--- src/rtl/i2c_ptr_pkg.sv ---
package i2c_ptr_pkg;
  localparam int BYTE_W = 8;
  localparam int REG_W  = 16;
  localparam int NREG   = 4;
  localparam int SEL_W  = $clog2(NREG);

  typedef enum logic [2:0] {
    ST_IDLE,
    ST_RX,
    ST_ACK,
    ST_TX,
    ST_TXACK
  } link_st_e;

  typedef enum logic [1:0] {
    RL_ADDR,
    RL_PTR,
    RL_DATA
  } byte_role_e;

  typedef struct packed {
    logic              hi;
    logic [BYTE_W-1:0] data;
  } wr_beat_t;
endpackage

--- src/rtl/i2c_bus_sampler.sv ---
module i2c_bus_sampler #(
  parameter int SYNC = 2
) (
  input  logic clk,
  input  logic rst_n,
  input  logic scl_i,
  input  logic sda_i,
  output logic scl_s,
  output logic sda_s,
  output logic scl_rise,
  output logic scl_fall,
  output logic start_det,
  output logic stop_det
);
  logic [SYNC-1:0] scl_q, sda_q;
  logic            scl_p, sda_p;

  always_ff @(posedge clk) begin
    if (!rst_n) begin
      scl_q <= '1;
      sda_q <= '1;
      scl_p <= 1'b1;
      sda_p <= 1'b1;
    end else begin
      scl_q <= {scl_q[SYNC-2:0], scl_i};
      sda_q <= {sda_q[SYNC-2:0], sda_i};
      scl_p <= scl_q[SYNC-1];
      sda_p <= sda_q[SYNC-1];
    end
  end

  assign scl_s     = scl_q[SYNC-1];
  assign sda_s     = sda_q[SYNC-1];
  assign scl_rise  = scl_s & ~scl_p;
  assign scl_fall  = ~scl_s & scl_p;
  assign start_det = scl_p & scl_s & sda_p & ~sda_s;
  assign stop_det  = scl_p & scl_s & ~sda_p & sda_s;
endmodule

--- src/rtl/i2c_strap_latch.sv ---
module i2c_strap_latch #(
  parameter int STRAP_W  = 3,
  parameter bit ON_START = 1'b1
) (
  input  logic               clk,
  input  logic               rst_n,
  input  logic               start_det,
  input  logic [STRAP_W-1:0] strap_i,
  output logic [STRAP_W-1:0] addr_lo
);
  logic               done_q;
  logic [STRAP_W-1:0] lat_q;
  logic               take;

  generate
    if (ON_START) begin : g_on_start
      assign take = start_det;
    end else begin : g_on_reset
      assign take = 1'b1;
    end
  endgenerate

  always_ff @(posedge clk) begin
    if (!rst_n) begin
      done_q <= 1'b0;
      lat_q  <= '0;
    end else if (!done_q && take) begin
      done_q <= 1'b1;
      lat_q  <= strap_i;
    end
  end

  assign addr_lo = done_q ? lat_q : strap_i;


  strap_hold_chk: assert property (@(posedge clk) disable iff (!rst_n)
    (done_q && $past(done_q)) |-> $stable(addr_lo));
endmodule

--- src/rtl/i2c_link_fsm.sv ---
module i2c_link_fsm
  import i2c_ptr_pkg::*;
#(
  parameter int           STRAP_W = 3,
  parameter logic [6-STRAP_W:0] ADDR_HI = 4'b1001
) (
  input  logic               clk,
  input  logic               rst_n,
  input  logic               scl_s,
  input  logic               sda_s,
  input  logic               scl_rise,
  input  logic               scl_fall,
  input  logic               start_det,
  input  logic               stop_det,
  input  logic [STRAP_W-1:0] addr_lo,
  input  logic [REG_W-1:0]   rd_data,
  input  logic               wr_ready,
  output logic               sda_oe,
  output logic [SEL_W-1:0]   ptr,
  output logic               wr_valid,
  output wr_beat_t           wr_beat
);
  link_st_e          st_q;
  byte_role_e        role_q;
  logic [3:0]        bcnt_q;
  logic [BYTE_W-1:0] sh_q;
  logic [BYTE_W-1:0] txs_q;
  logic [BYTE_W-1:0] lo_q;
  logic              rw_q;
  logic              half_q;
  logic              tx_lo_q;
  logic              mack_q;
  logic              oe_q;
  logic              wv_q;
  logic [SEL_W-1:0]  ptr_q;
  wr_beat_t          beat_q;
  logic [BYTE_W-1:0] nxt_byte;

  assign nxt_byte = tx_lo_q ? rd_data[REG_W-1 -: BYTE_W] : lo_q;

  always_ff @(posedge clk) begin
    if (!rst_n) begin
      st_q    <= ST_IDLE;
      role_q  <= RL_ADDR;
      bcnt_q  <= '0;
      sh_q    <= '0;
      txs_q   <= '0;
      lo_q    <= '0;
      rw_q    <= 1'b0;
      half_q  <= 1'b0;
      tx_lo_q <= 1'b0;
      mack_q  <= 1'b0;
      oe_q    <= 1'b0;
      wv_q    <= 1'b0;
      ptr_q   <= '0;
      beat_q  <= '0;
    end else begin
      if (wv_q && wr_ready) wv_q <= 1'b0;
      if (stop_det) begin
        st_q <= ST_IDLE;
        oe_q <= 1'b0;
      end else if (start_det) begin
        st_q   <= ST_RX;
        role_q <= RL_ADDR;
        bcnt_q <= '0;
        oe_q   <= 1'b0;
      end else begin
        unique case (st_q)
          ST_RX: begin
            if (scl_rise && bcnt_q != 4'd8) begin
              sh_q   <= {sh_q[BYTE_W-2:0], sda_s};
              bcnt_q <= bcnt_q + 4'd1;
            end else if (scl_fall && bcnt_q == 4'd8) begin
              case (role_q)
                RL_ADDR: begin
                  if (sh_q[BYTE_W-1:1] == {ADDR_HI, addr_lo}) begin
                    rw_q <= sh_q[0];
                    oe_q <= 1'b1;
                    st_q <= ST_ACK;
                  end else begin
                    st_q <= ST_IDLE;
                  end
                end
                RL_PTR: begin
                  ptr_q  <= sh_q[SEL_W-1:0];
                  half_q <= 1'b0;
                  oe_q   <= 1'b1;
                  st_q   <= ST_ACK;
                end
                default: begin
                  beat_q <= '{hi: ~half_q, data: sh_q};
                  wv_q   <= 1'b1;
                  half_q <= ~half_q;
                  oe_q   <= 1'b1;
                  st_q   <= ST_ACK;
                end
              endcase
            end
          end
          ST_ACK: begin
            if (scl_fall) begin
              bcnt_q <= '0;
              if (role_q == RL_ADDR && rw_q) begin
                txs_q   <= rd_data[REG_W-1 -: BYTE_W];
                lo_q    <= rd_data[BYTE_W-1:0];
                tx_lo_q <= 1'b0;
                oe_q    <= ~rd_data[REG_W-1];
                st_q    <= ST_TX;
              end else begin
                oe_q   <= 1'b0;
                role_q <= (role_q == RL_ADDR) ? RL_PTR : RL_DATA;
                st_q   <= ST_RX;
              end
            end
          end
          ST_TX: begin
            if (scl_fall) begin
              if (bcnt_q == 4'd7) begin
                oe_q <= 1'b0;
                st_q <= ST_TXACK;
              end else begin
                txs_q  <= {txs_q[BYTE_W-2:0], 1'b0};
                oe_q   <= ~txs_q[BYTE_W-2];
                bcnt_q <= bcnt_q + 4'd1;
              end
            end
          end
          ST_TXACK: begin
            if (scl_rise) mack_q <= ~sda_s;
            if (scl_fall) begin
              if (mack_q) begin
                if (tx_lo_q) lo_q <= rd_data[BYTE_W-1:0];
                txs_q   <= nxt_byte;
                oe_q    <= ~nxt_byte[BYTE_W-1];
                tx_lo_q <= ~tx_lo_q;
                bcnt_q  <= '0;
                st_q    <= ST_TX;
              end else begin
                oe_q <= 1'b0;
                st_q <= ST_IDLE;
              end
            end
          end
          default: ;
        endcase
      end
    end
  end

  assign sda_oe   = oe_q;
  assign ptr      = ptr_q;
  assign wr_valid = wv_q;
  assign wr_beat  = beat_q;


  oe_low_phase_chk: assert property (@(posedge clk) disable iff (!rst_n)
    $rose(oe_q) |-> !scl_s);


  wr_hold_chk: assert property (@(posedge clk) disable iff (!rst_n)
    (wv_q && !wr_ready) |=> wv_q);


  idle_quiet_chk: assert property (@(posedge clk) disable iff (!rst_n)
    (st_q == ST_IDLE) |-> !oe_q);


  ptr_boundary_chk: assert property (@(posedge clk) disable iff (!rst_n)
    !$stable(ptr_q) |-> $past(scl_fall));
endmodule

--- src/rtl/i2c_ptr_slave.sv ---
module i2c_ptr_slave
  import i2c_ptr_pkg::*;
#(
  parameter int           SYNC     = 2,
  parameter int           STRAP_W  = 3,
  parameter logic [6-STRAP_W:0] ADDR_HI = 4'b1001,
  parameter bit           ON_START = 1'b1
) (
  input  logic               clk,
  input  logic               rst_n,
  input  logic               scl_i,
  input  logic               sda_i,
  output logic               sda_oe,
  input  logic [STRAP_W-1:0] strap_i,
  output logic [SEL_W-1:0]   rd_sel,
  input  logic [REG_W-1:0]   rd_data,
  output logic               wr_valid,
  input  logic               wr_ready,
  output logic [SEL_W-1:0]   wr_sel,
  output logic               wr_hi,
  output logic [BYTE_W-1:0]  wr_data
);
  logic               scl_s, sda_s, scl_rise, scl_fall, start_det, stop_det;
  logic [STRAP_W-1:0] addr_lo;
  logic [SEL_W-1:0]   ptr;
  wr_beat_t           beat;

  i2c_bus_sampler #(.SYNC(SYNC)) i_sampler (
    .clk(clk), .rst_n(rst_n), .scl_i(scl_i), .sda_i(sda_i),
    .scl_s(scl_s), .sda_s(sda_s), .scl_rise(scl_rise), .scl_fall(scl_fall),
    .start_det(start_det), .stop_det(stop_det)
  );

  i2c_strap_latch #(.STRAP_W(STRAP_W), .ON_START(ON_START)) i_strap (
    .clk(clk), .rst_n(rst_n), .start_det(start_det),
    .strap_i(strap_i), .addr_lo(addr_lo)
  );

  i2c_link_fsm #(.STRAP_W(STRAP_W), .ADDR_HI(ADDR_HI)) i_fsm (
    .clk(clk), .rst_n(rst_n), .scl_s(scl_s), .sda_s(sda_s),
    .scl_rise(scl_rise), .scl_fall(scl_fall),
    .start_det(start_det), .stop_det(stop_det), .addr_lo(addr_lo),
    .rd_data(rd_data), .wr_ready(wr_ready), .sda_oe(sda_oe),
    .ptr(ptr), .wr_valid(wr_valid), .wr_beat(beat)
  );

  assign rd_sel  = ptr;
  assign wr_sel  = ptr;
  assign wr_hi   = beat.hi;
  assign wr_data = beat.data;
endmodule

--- config.mk ---
export PLATFORM = sky130hd
export DESIGN_NAME = i2c_ptr_slave
export DESIGN_NICKNAME = d
export VERILOG_FILES = /design/src/rtl/i2c_ptr_pkg.sv /design/src/rtl/i2c_bus_sampler.sv /design/src/rtl/i2c_strap_latch.sv /design/src/rtl/i2c_link_fsm.sv /design/src/rtl/i2c_ptr_slave.sv
export SDC_FILE = /design/constraint.sdc
export NUM_CORES = 1
export LEC_CHECK = 0
export BUFFER_PORTS_ARGS = -buffer_cell sky130_fd_sc_hd__buf_4
export CAP_MARGIN = 20
export CORE_ASPECT_RATIO = 0.6
export CORE_MARGIN = 3
export CORE_UTILIZATION = 45
export DETAILED_ROUTE_END_ITERATION = 7
export GPL_TIMING_DRIVEN = 0
export PLACE_DENSITY_LB_ADDON = 0.2
export SLEW_MARGIN = 20
export SYNTH_ARGS = -nofsm -noshare
export SYNTH_HDL_FRONTEND = slang
export SYNTH_SLANG_ARGS = --single-unit
--- constraint.sdc ---
create_clock -name clk -period 1.95 [get_ports clk]
set_clock_uncertainty 0.1 [all_clocks]
set_input_delay 0.39 -clock clk [delete_from_list [all_inputs] [get_ports clk]]
set_output_delay 0.39 -clock clk [all_outputs]
set_load 0.005 [all_outputs]
==> flow_summary_export.csv, run 1 <==
group,metric,value,unit
grt,grt_max_degree,13,
yosys,syn_nets,356,
placed_design,placed_cell_area,3170,µm²
yosys,ys_seq_area_share,42.5,%
timing,slew_viol_final,0,
detailed_routing,drt_pass1_iterations,5,
layout,nets,408,
detailed_routing,drt_iter0_drc,171,
yosys,async_flop_share,0,%
floorplanning,rows,21,
hold_path,hp-class,"input port to flip-flop",
clock_tree,clk_latency,0.35,ns
placed_design,gp_congestion,0.909,
yosys,synthCells,330,
floorplanning,dieArea,7190,µm²
yosys,synth_top_area_share,42.5,%
setup_path,crit_path_top_delay_cell,"dfxtp_4",
layout,design_area,3550,µm²
layout,antennaDiodeCount,0,
detailed_routing,drcViolationCount,0,
floorplanning,start_util,48.1,%
floorplanning,num_io_pins,39,
placed_design,placed_cells,448,
floorplanning,die_width,107,µm
layout,layout-drive-gt1-share,24.5,%
timing,max_freq,507,MHz
clock_tree,numCtsBuffers,9,
layout,synthToLayoutAreaGrowth,27.8,%
setup_path,cpPeakStageDelay,0.36,ns
clock_tree,clk_path_buf_depth,2,
floorplanning,die_y,66.9,µm
power,leakagePower,0.00136,µW
timing,relSlewSlack,58.3,%
timing,final_hold_viol_count,0,
power,power.density,737,nW/µm²
grt,antenna_found_initial,0,
timing,period_minus_slack,1.97,ns
setup_path,arrival,2.09,ns
setup_path,cp_cell_sequence,"ha_4, and3b_4, a21o_1, a2111oi_4, buf_6, mux2i_1, nor2_1",
grt,track_usage,20.7,%
outcome,status,"finished, violations left",
yosys,synth_edf_count,0,
setup_path,r2r_slack,-0.02,ns
grt,grt_pass1_wl,11400,µm
detailed_routing,num_vias,2569,
detailed_routing,ant_nets,0,
outcome,violations,"negative setup slack",
yosys,ys_seq_elements,59,
setup_path,cp.required,2.07,ns
power,power,2620,µW
timing,tightest_slew,0.625,ns
setup_path,start_kind,"flip-flop",
clock_tree,cts_sinks,59,
setup_path,path_max_fanout,8,
setup_path,worst-path-buf-inv,1,
timing,setup_viol,1,
detailed_routing,totalWireLength,7130,µm
timing,rsz0062_at_grt,"yes",
yosys,synth_area_per_cell,8.42,µm²
yosys,synth_top_cell_by_area,"dfxtp_1",
floorplanning,fp.coreArea,5780,µm²
yosys,ys_top_cells_by_area,"dfxtp_1, mux2i_1, a21oi_1, o21ai_0, nor2_1",
job,maxCapViolCount,0,
timing,finalCritPeriodShare,101,%
yosys,synth_warnings,0,
yosys,synth_flop_cell,"dfxtp_1",
setup_path,worstSetupPathType,"flip-flop to flip-flop",
grt,grt_pass1_vias,2280,
placed_design,dp_hpwl,4880,µm
timing,setup_slack,-0.0234,ns
yosys,yosysUniqueCellTypes,46,
layout,final_cells,467,
yosys,netlist_area,2780,µm²
grt,gr-total-overflow,0,
setup_path,critPathCaptureType,"flip-flop",
layout,layout_commonest_cell,"dfxtp_1",
detailed_routing,avgRoutedWirePerCell,15.3,µm
power,vdd_drop_max,0.539,mV
clock_tree,cts_tree,"yes",
setup_path,path_delay_family,"compound AO/OA/AOI/OAI gates",
clock_tree,clock-root-buffer,"clkbuf_8",
clock_tree,clk_pin_slew_worst_paths,0.07,ns
clock_tree,htreeDepth,3,
layout,final_cell_mix,"dfxtp_1, buf_4, nor2_1",
detailed_routing,vias_per_cell,5.50,
placed_design,port_buffers,38,
==> cell usage after synthesis, drive strengths merged, types with 2 or more instances <==
master	n
o211ai	2
o22ai	4
mux2i	27
xor2	3
o21ai	28
nor2b	4
a211oi	2
buf	6
ha	2
nor3b	7
a21oi	34
nand4b	2
a2111oi	2
o21a	3
a21o	2
nand3b	3
nor2	36
nand2	33
or3b	2
a31oi	3
and3	5
dfxtp	59
inv	8
and3b	3
nand3	8
nand4	2
clkbuf	14
nand2b	11
a31o	2
==> cell families after synthesis <==
family                     Yosys count  share of synthesized area [%]
muxes                               27                           9.72
DFF                                 59                           42.5
and+or+nand+nor                    122                           22.5
xor gates and xnor gates             4                           1.26
AOI/OAI and AO/OA                   88                           18.9
buffers and inverters               28                           4.23
adders and majority gates            2                          0.900
==> repair_timing <==
item / 4_1_cts / 5_1_grt
gates cloned: 0 / 1
gates resized for setup: 19 / 26
pin swaps: 1 / 4
hold buffers: 0 / 0
endpoints found under the setup margin: 24 / 34
buffers inserted: 2 / 2
==> cell type report <==
type	instances	area [µm²]
Sequential cell	59	1200
Inverter	8	30.0
Buffer	18	98.8
Clock inverter	7	100
Fill cell	530	2230
Timing Repair Buffer	42	319
Clock buffer	9	124
Multi-Input combinational cell	244	1580
Tap cell	80	100
==> worst reg2reg max path: cells and delay by family, from the launching register on <==
kind / cells / cell delay (ns)
flip-flops: 1 / 0.36
AND/OR/NAND/NOR: 2 / 0.24
multiplexers: 1 / 0.21
buffers and inverters: 1 / 0.21
adder cells (fa/ha/maj): 1 / 0.16
AO/OA/AOI/OAI: 2 / 0.57
==> flip-flops by register name (all words and copies together), names as in the netlist, 2 cells and up <==
name             flops
i_fsm.ptr            2
i_fsm.txs_q          7
i_sampler.sda_q      2
i_fsm.role_q         2
i_fsm.lo_q           8
i_fsm.st_q           3
i_strap.lat_q        3
i_fsm.wr_beat        9
i_fsm.bcnt_q         4
i_fsm.sh_q           8
i_sampler.scl_q      2
==> worst paths after layout <==
check,depth (start not counted),start,end
max,7,i_fsm.bcnt_q[0]$_SDFFE_PN0P_,i_fsm.txs_q[1]$_SDFFE_PN0P_
min,2,sda_i,i_sampler.sda_q[0]$_SDFF_PN1_
max reg2reg,7,i_fsm.bcnt_q[0]$_SDFFE_PN0P_,i_fsm.txs_q[1]$_SDFFE_PN0P_
min reg2reg,1,i_sampler.sda_q[0]$_SDFF_PN1_,i_sampler.sda_q[1]$_SDFF_PN1_
==> power by group <==
part,total (µW),internal [µW],switching (µW)
Combinational,133,61.9,70.7
Clock,1260,727,534
Sequential,1230,1210,14.4
Total,2620,2000,619
==> layer usage <==
metal / wire length [µm] / part of all wire [%] / GRT usage, %
met5: 0 / 0 / 0
met4: 72 / 1.0 / 4.57
met3: 520 / 7.3 / 8.52
met2: 2950 / 41 / 28.5
met1: 3580 / 50 / 29.8
==> through the flow <==
stage	setup WS, ns	util, %	setup TNS, ns	hold slack [ns]
2_1_floorplan	0.00928	-	0	0.286
3_3_place_gp	-0.527	54.8	-10.37	0.291
3_5_place_dp	-0.561	54.8	-9.87	0.293
4_1_cts	0.0122	59.9	0	0.113
5_1_grt	-0.0713	61.5	-0.366	0.121
6_report	-0.0234	61.5	-0.0234	0.125
Note: power is estimated with default switching activity, not from simulation.
==> run 2, diff against run 1 <==
--- a/config.mk
+++ b/config.mk
@@ -12,7 +12,7 @@
 export CORE_UTILIZATION = 45
 export DETAILED_ROUTE_END_ITERATION = 7
 export GPL_TIMING_DRIVEN = 0
-export PLACE_DENSITY_LB_ADDON = 0.2
+export PLACE_DENSITY = 0.65
 export SLEW_MARGIN = 20
 export SYNTH_ARGS = -nofsm -noshare
 export SYNTH_HDL_FRONTEND = slang
==> run 2 against run 1 <==
The run now ends clean. Highest routed layer unchanged. Critical path type unchanged. Clock power rose by 9.5%. Sequential power barely moved. Count of clock-buffer cells in the layout did not move.
==> flow_summary_export.csv, run 2 (synthesis results as in run 1) <==
group,metric,value,unit
clock_tree,clk_pin_slew_worst_paths,0.07,ns
power,internal_power,2140,µW
timing,relSlewSlack,58.4,%
layout,layout-drive-gt1-share,26.0,%
setup_path,start_kind,"flip-flop",
timing,max_freq,526,MHz
setup_path,cp_cell_sequence,"ha_4, and3b_4, a21o_1, a2111oi_4, buf_6, mux2i_1, nor2_1",
placed_design,port_buffers,38,
setup_path,cpPeakStageDelay,0.36,ns
detailed_routing,vias_per_cell,5.39,
timing,tns,0,ns
timing,setup_viol,0,
timing,finalCritPeriodShare,97.5,%
layout,antennaDiodeCount,0,
detailed_routing,drt_iter0_drc,173,
setup_path,path_max_fanout,8,
detailed_routing,drt_pass1_iterations,4,
placed_design,dp_slack,-0.494,ns
setup_path,arrival,2.01,ns
layout,layout_commonest_cell,"dfxtp_1",
setup_path,rr_startpoint,"i_fsm.bcnt_q[0]$_SDFFE_PN0P_",
setup_path,worst-r2r-cell-count,7,
grt,grt_pass1_vias,2287,
floorplanning,die_y,66.9,µm
timing,final_hold_viol_count,0,
timing,period_minus_slack,1.90,ns
placed_design,gp_congestion,0.892,
setup_path,crit_path_top_delay_cell,"dfxtp_4",
clock_tree,cts_sinks,59,
clock_tree,clk_latency,0.34,ns
floorplanning,num_io_pins,39,
clock_tree,cts_tree,"yes",
timing,rsz0062_at_grt,"yes",
power,combPwrFrac,5.0,%
clock_tree,numCtsBuffers,9,
hold_path,hold_end,"i_sampler.sda_q[0]$_SDFF_PN1_",
detailed_routing,num_vias,2546,
grt,grt_max_degree,13,
grt,gr-total-overflow,0,
floorplanning,rows,21,
timing,tightest_slew,0.625,ns
detailed_routing,totalWireLength,6870,µm
grt,grt_pass1_wl,10900,µm
floorplanning,fp.coreArea,5780,µm²
setup_path,timing.rr.end,"i_fsm.txs_q[2]$_SDFFE_PN0P_",
clock_tree,clk_path_buf_depth,2,
job,maxCapViolCount,0,
placed_design,placed_cell_area,3170,µm²
grt,antenna_found_initial,0,
setup_path,cp.required,2.06,ns
timing,slew_viol_final,0,
hold_path,hp-class,"input port to flip-flop",
setup_path,r2r_slack,0.05,ns
placed_design,dp_hpwl,4890,µm
setup_path,critPathCaptureType,"flip-flop",
detailed_routing,ant_nets,0,
detailed_routing,avgRoutedWirePerCell,14.5,µm
power,p_switching,607,µW
setup_path,worstSetupPathType,"flip-flop to flip-flop",
timing,setup_slack,0.0496,ns
detailed_routing,drcViolationCount,0,
outcome,status,"complete, no violations",
clock_tree,hold_buffers,0,
layout,final_cell_mix,"dfxtp_1, buf_4, nor2_1, a21oi_1, nand2_1",
power,power.density,766,nW/µm²
power,p_seq_share,44.6,%
clock_tree,clock-root-buffer,"clkbuf_8",
timing,fin_hold_ws,0.129,ns
hold_path,min_path_cells,2,
layout,largest_register_ffs,9,
floorplanning,dieArea,7190,µm²
power,leakagePower,0.00139,µW
floorplanning,die_width,107,µm
power,power,2750,µW
grt,track_usage,20.0,%
power,vdd_drop_max,0.436,mV
power,pwr-share-clk,50.4,%
layout,nets,413,
layout,synthToLayoutAreaGrowth,28.9,%
hold_path,hold_start,"sda_i",
layout,design_area,3580,µm²
floorplanning,start_util,48.1,%
clock_tree,htreeDepth,3,
power,p_sw_share,22.1,%
==> run 2: cell types whose count changed in the layout (fill, tap and decap cells not counted), moves of 2 or more <==
| cell | previous run | this run |
|---|---|---|
| buf_4 | 45 | 50 |
| dfxtp_4 | 3 | 1 |
| dfxtp_2 | 4 | 6 |
| nor3b_2 | 1 | 3 |
| nor3b_4 | 3 | 1 |
| clkinv_4 | 3 | 1 |
==> run 2: layout make-up <==
cell class	instances	area, µm²
fillers	519	2200
multi-input cells	243	1550
flip-flops and latches	59	1190
repair buffers	48	364
clock buffers	9	124
clock inverters	7	124
well taps	80	100
plain buffers	18	96.3
inverters	8	30.0
==> run 2: critical path: cells and delay by family (launching register included) <==
| kind | cells | cell delay [ns] |
|---|---|---|
| mux | 1 | 0.19 |
| buf+inv | 1 | 0.20 |
| compound gates | 2 | 0.52 |
| fa+ha+maj | 1 | 0.16 |
| simple gates | 2 | 0.24 |
| flops | 1 | 0.36 |
==> run 2: timing repair <==
item | CTS | global route
setup buffers | 1 | 9
resized for setup | 13 | 28
pin swaps | 1 | 4
setup endpoints to repair | 28 | 37
==> run 2: worst max-delay path by stage <==
| stage | from | endpoint | slack, ns |
|---|---|---|---|
| final | i_fsm.bcnt_q[0]$_SDFFE_PN0P_ | i_fsm.txs_q[2]$_SDFFE_PN0P_ | 0.05 |
| after global routing | i_fsm.bcnt_q[0]$_SDFFE_PN0P_ | i_fsm.txs_q[5]$_SDFFE_PN0P_ | -0.04 |
| after CTS | i_fsm.st_q[1]$_SDFFE_PP0P_ | i_fsm.txs_q[3]$_SDFFE_PN0P_ | 0.006 |
| after detailed placement | i_fsm.st_q[1]$_SDFFE_PP0P_ | i_fsm.lo_q[3]$_SDFFE_PN0P_ | -0.49 |
| after global placement | i_fsm.st_q[1]$_SDFFE_PP0P_ | i_fsm.lo_q[3]$_SDFFE_PN0P_ | -0.44 |
| after floorplan | i_fsm.bcnt_q[0]$_SDFFE_PN0P_ | i_fsm.txs_q[1]$_SDFFE_PN0P_ | 0.009 |
==> run 2: layer usage <==
layer	track usage (%)	wire length (µm)	part of all wire (%)
met2	28.7	2760	40
met3	6.68	402	5.9
met1	27.6	3630	53
met4	7.87	74	1.1
met5	0	0	0
==> run 2: power by group through the flow <==
stage	logic (µW)	registers (µW)	clock network (µW)
6_report	136	1230	1380
5_1_grt	148	1230	1460
4_1_cts	129	1230	1400
3_5_place_dp	128	1250	0
3_3_place_gp	127	1250	0
2_1_floorplan	68.5	1250	0
==> run 2: per-stage QoR <==
stage,util [%],std cells
2_1_floorplan,-,330
3_3_place_gp,54.8,448
3_5_place_dp,54.8,448
4_1_cts,60.0,464
5_1_grt,62.0,472
6_report,62.0,472
==> run 3, diff against run 2 <==
--- a/config.mk
+++ b/config.mk
@@ -12,7 +12,7 @@
 export CORE_UTILIZATION = 45
 export DETAILED_ROUTE_END_ITERATION = 7
 export GPL_TIMING_DRIVEN = 0
-export PLACE_DENSITY = 0.65
+export PLACE_DENSITY = 0.62
 export SLEW_MARGIN = 20
 export SYNTH_ARGS = -nofsm -noshare
 export SYNTH_HDL_FRONTEND = slang
==> constraint.sdc (replaced) <==
create_clock -name clk -period 1.9 [get_ports clk]
set_clock_uncertainty 0.1 [all_clocks]
set_input_delay 0.38 -clock clk [delete_from_list [all_inputs] [get_ports clk]]
set_output_delay 0.38 -clock clk [all_outputs]
set_load 0.005 [all_outputs]
==> run 3 against run 2 <==
The flow now finishes with violations (negative setup slack). Via count shrank 1.8%. Worst setup slack got worse by 0.062 ns. Final area is 0.91% higher. Clock power decreased by 19%. Flip-flop and latch count unchanged. Utilization up 0.56 points. Global-route usage unchanged. Combinational power up 6%. First-iteration DRC count shrank 36%.
==> flow_summary_export.csv, run 3 (synthesis results as in run 1) <==
group,metric,value,unit
detailed_routing,num_vias,2500,
hold_path,hold_end,"i_sampler.scl_q[0]$_SDFF_PN1_",
layout,layout-drive-gt1-share,28.1,%
detailed_routing,drt_pass1_iterations,4,
placed_design,port_buffers,38,
floorplanning,rows,21,
detailed_routing,totalWireLength,6790,µm
floorplanning,fp.coreArea,5780,µm²
setup_path,rr_startpoint,"i_fsm.bcnt_q[0]$_SDFFE_PN0P_",
clock_tree,clock-root-buffer,"clkbuf_8",
clock_tree,clk_pin_slew_worst_paths,0.07,ns
layout,antennaDiodeCount,0,
setup_path,worst-r2r-cell-count,7,
clock_tree,cts_sinks,59,
clock_tree,clk_latency,0.34,ns
timing,period_minus_slack,1.91,ns
floorplanning,num_io_pins,39,
setup_path,timing.rr.end,"i_fsm.txs_q[6]$_SDFFE_PN0P_",
timing,rsz0062_at_grt,"yes",
power,p_sw_share,24.1,%
timing,setup_slack,-0.0123,ns
timing,max_freq,523,MHz
floorplanning,die_y,66.9,µm
timing,setup_viol,5,
layout,largest_register_ffs,9,
setup_path,critPathCaptureType,"flip-flop",
floorplanning,dieArea,7190,µm²
clock_tree,htreeDepth,3,
layout,nets,416,
outcome,violations,"negative setup slack",
grt,grt_pass1_vias,2198,
timing,final_hold_viol_count,0,
layout,regArea,1200,µm²
setup_path,start_kind,"flip-flop",
timing,tns,-0.0443,ns
power,pwr-share-clk,44.4,%
setup_path,worstSetupPathType,"flip-flop to flip-flop",
hold_path,min_path_cells,2,
placed_design,gp_congestion,0.926,
detailed_routing,avgRoutedWirePerCell,14.3,µm
detailed_routing,ant_nets,0,
setup_path,r2r_slack,-0.01,ns
grt,grt_max_degree,12,
setup_path,cp.required,2.01,ns
setup_path,arrival,2.03,ns
power,leakagePower,0.00139,µW
timing,tightest_slew,0.580,ns
job,maxCapViolCount,0,
layout,layout_commonest_cell,"buf_4",
detailed_routing,vias_per_cell,5.26,
timing,relSlewSlack,61.3,%
power,combPwrFrac,5.7,%
clock_tree,clk_path_buf_depth,2,
clock_tree,cts_tree,"yes",
layout,multi_input_area,1600,µm²
floorplanning,start_util,48.1,%
timing,slew_viol_final,0,
power,p_seq_share,49.9,%
layout,final_util,62.6,%
timing,finalCritPeriodShare,101,%
clock_tree,numCtsBuffers,9,
layout,final_cells,475,
layout,final.fill_count,514,
grt,antenna_found_initial,0,
grt,gr-total-overflow,0,
grt,track_usage,20.0,%
floorplanning,die_width,107,µm
grt,grt_pass1_wl,11000,µm
power,internal_power,1910,µW
detailed_routing,drcViolationCount,0,
layout,final_cell_mix,"buf_4, dfxtp_1, nor2_1",
power,power.density,696,nW/µm²
power,p_switching,606,µW
placed_design,dp_hpwl,4840,µm
detailed_routing,drt_iter0_drc,111,
outcome,status,"finished, violations left",
power,vdd_drop_max,0.354,mV
setup_path,path_max_fanout,8,
hold_path,hp-class,"input port to flip-flop",
hold_path,hold_start,"scl_i",
placed_design,placed_cells,448,
layout,synthToLayoutAreaGrowth,30.1,%
[run 3: final cells by class]
type,instances,area share [%]
Buffer,19,3.08
Tap cell,80,2.77
Clock buffer,9,3.43
Timing Repair Buffer,50,10.5
Inverter,8,0.830
Clock inverter,7,1.90
Sequential cell,59,33.2
Multi-Input combinational cell,243,44.3
[run 3: repair_timing]
action / 4_1_cts / 5_1_grt
pin swaps: 4 / 11
hold buffers: 0 / 0
setup endpoints to repair: 28 / 40
setup buffers: 2 / 10
gates cloned: 0 / 0
gates resized for setup: 20 / 38
[run 3: how the worst max path moves through the flow]
stage | depth (start not counted) | startpoint | slack [ns] | endpoint
floorplan | 6 | i_fsm.bcnt_q[1]$_SDFFE_PN0P_ | -0.02 | i_fsm.txs_q[1]$_SDFFE_PN0P_
global placement | 6 | i_fsm.st_q[2]$_SDFFE_PP0P_ | -0.41 | i_fsm.lo_q[5]$_SDFFE_PN0P_
detailed placement | 6 | i_fsm.st_q[2]$_SDFFE_PP0P_ | -0.45 | i_fsm.lo_q[1]$_SDFFE_PN0P_
CTS | 6 | i_fsm.st_q[1]$_SDFFE_PP0P_ | -0.05 | i_fsm.bcnt_q[2]$_SDFFE_PN0P_
global route | 7 | i_fsm.bcnt_q[0]$_SDFFE_PN0P_ | -0.09 | i_fsm.txs_q[5]$_SDFFE_PN0P_
finish | 7 | i_fsm.bcnt_q[0]$_SDFFE_PN0P_ | -0.01 | i_fsm.txs_q[6]$_SDFFE_PN0P_
[run 3: through the flow]
| stage | instance area [µm²] | hold WS, ns | total power, µW | setup slack (ns) |
|---|---|---|---|---|
| 3_3_place_gp | 3170 | 0.288 | 1420 | -0.413 |
| 3_5_place_dp | 3170 | 0.297 | 1420 | -0.449 |
| 5_1_grt | 3620 | 0.116 | 2610 | -0.0897 |
| 4_1_cts | 3440 | 0.108 | 2540 | -0.0496 |
| 6_report | 3620 | 0.124 | 2520 | -0.0123 |
| 2_1_floorplan | 2790 | 0.286 | 1350 | -0.0226 |
[run 3: worst max-delay path, stage by stage (launching register included)]
cell and delay (ns):
dfxtp_4 0.36, ha_4 0.16, and3b_4 0.18, a21o_1 0.22, a2111oi_4 0.32, buf_6 0.20
mux2i_1 0.19, nor2_1 0.06
[run 3: per-layer routing]
| layer | wire length, µm | up-vias | global-route usage (%) |
|---|---|---|---|
| met4 | 94 | 0 | 7.72 |
| met1 | 3720 | 1144 | 29.9 |
| met3 | 332 | 13 | 6.29 |
| li1 | - | 1292 | - |
| met2 | 2640 | 51 | 25.9 |
| met5 | 0 | - | 0 |
[run 3: power by group through the flow]
stage                     registers [µW]  logic (µW)  clock network, µW
after floorplan                     1280        70.4                  0
after global placement              1280         132                  0
after detailed placement            1280         131                  0
after CTS                           1260         133               1150
after global routing                1260         158               1200
final                               1260         144               1120
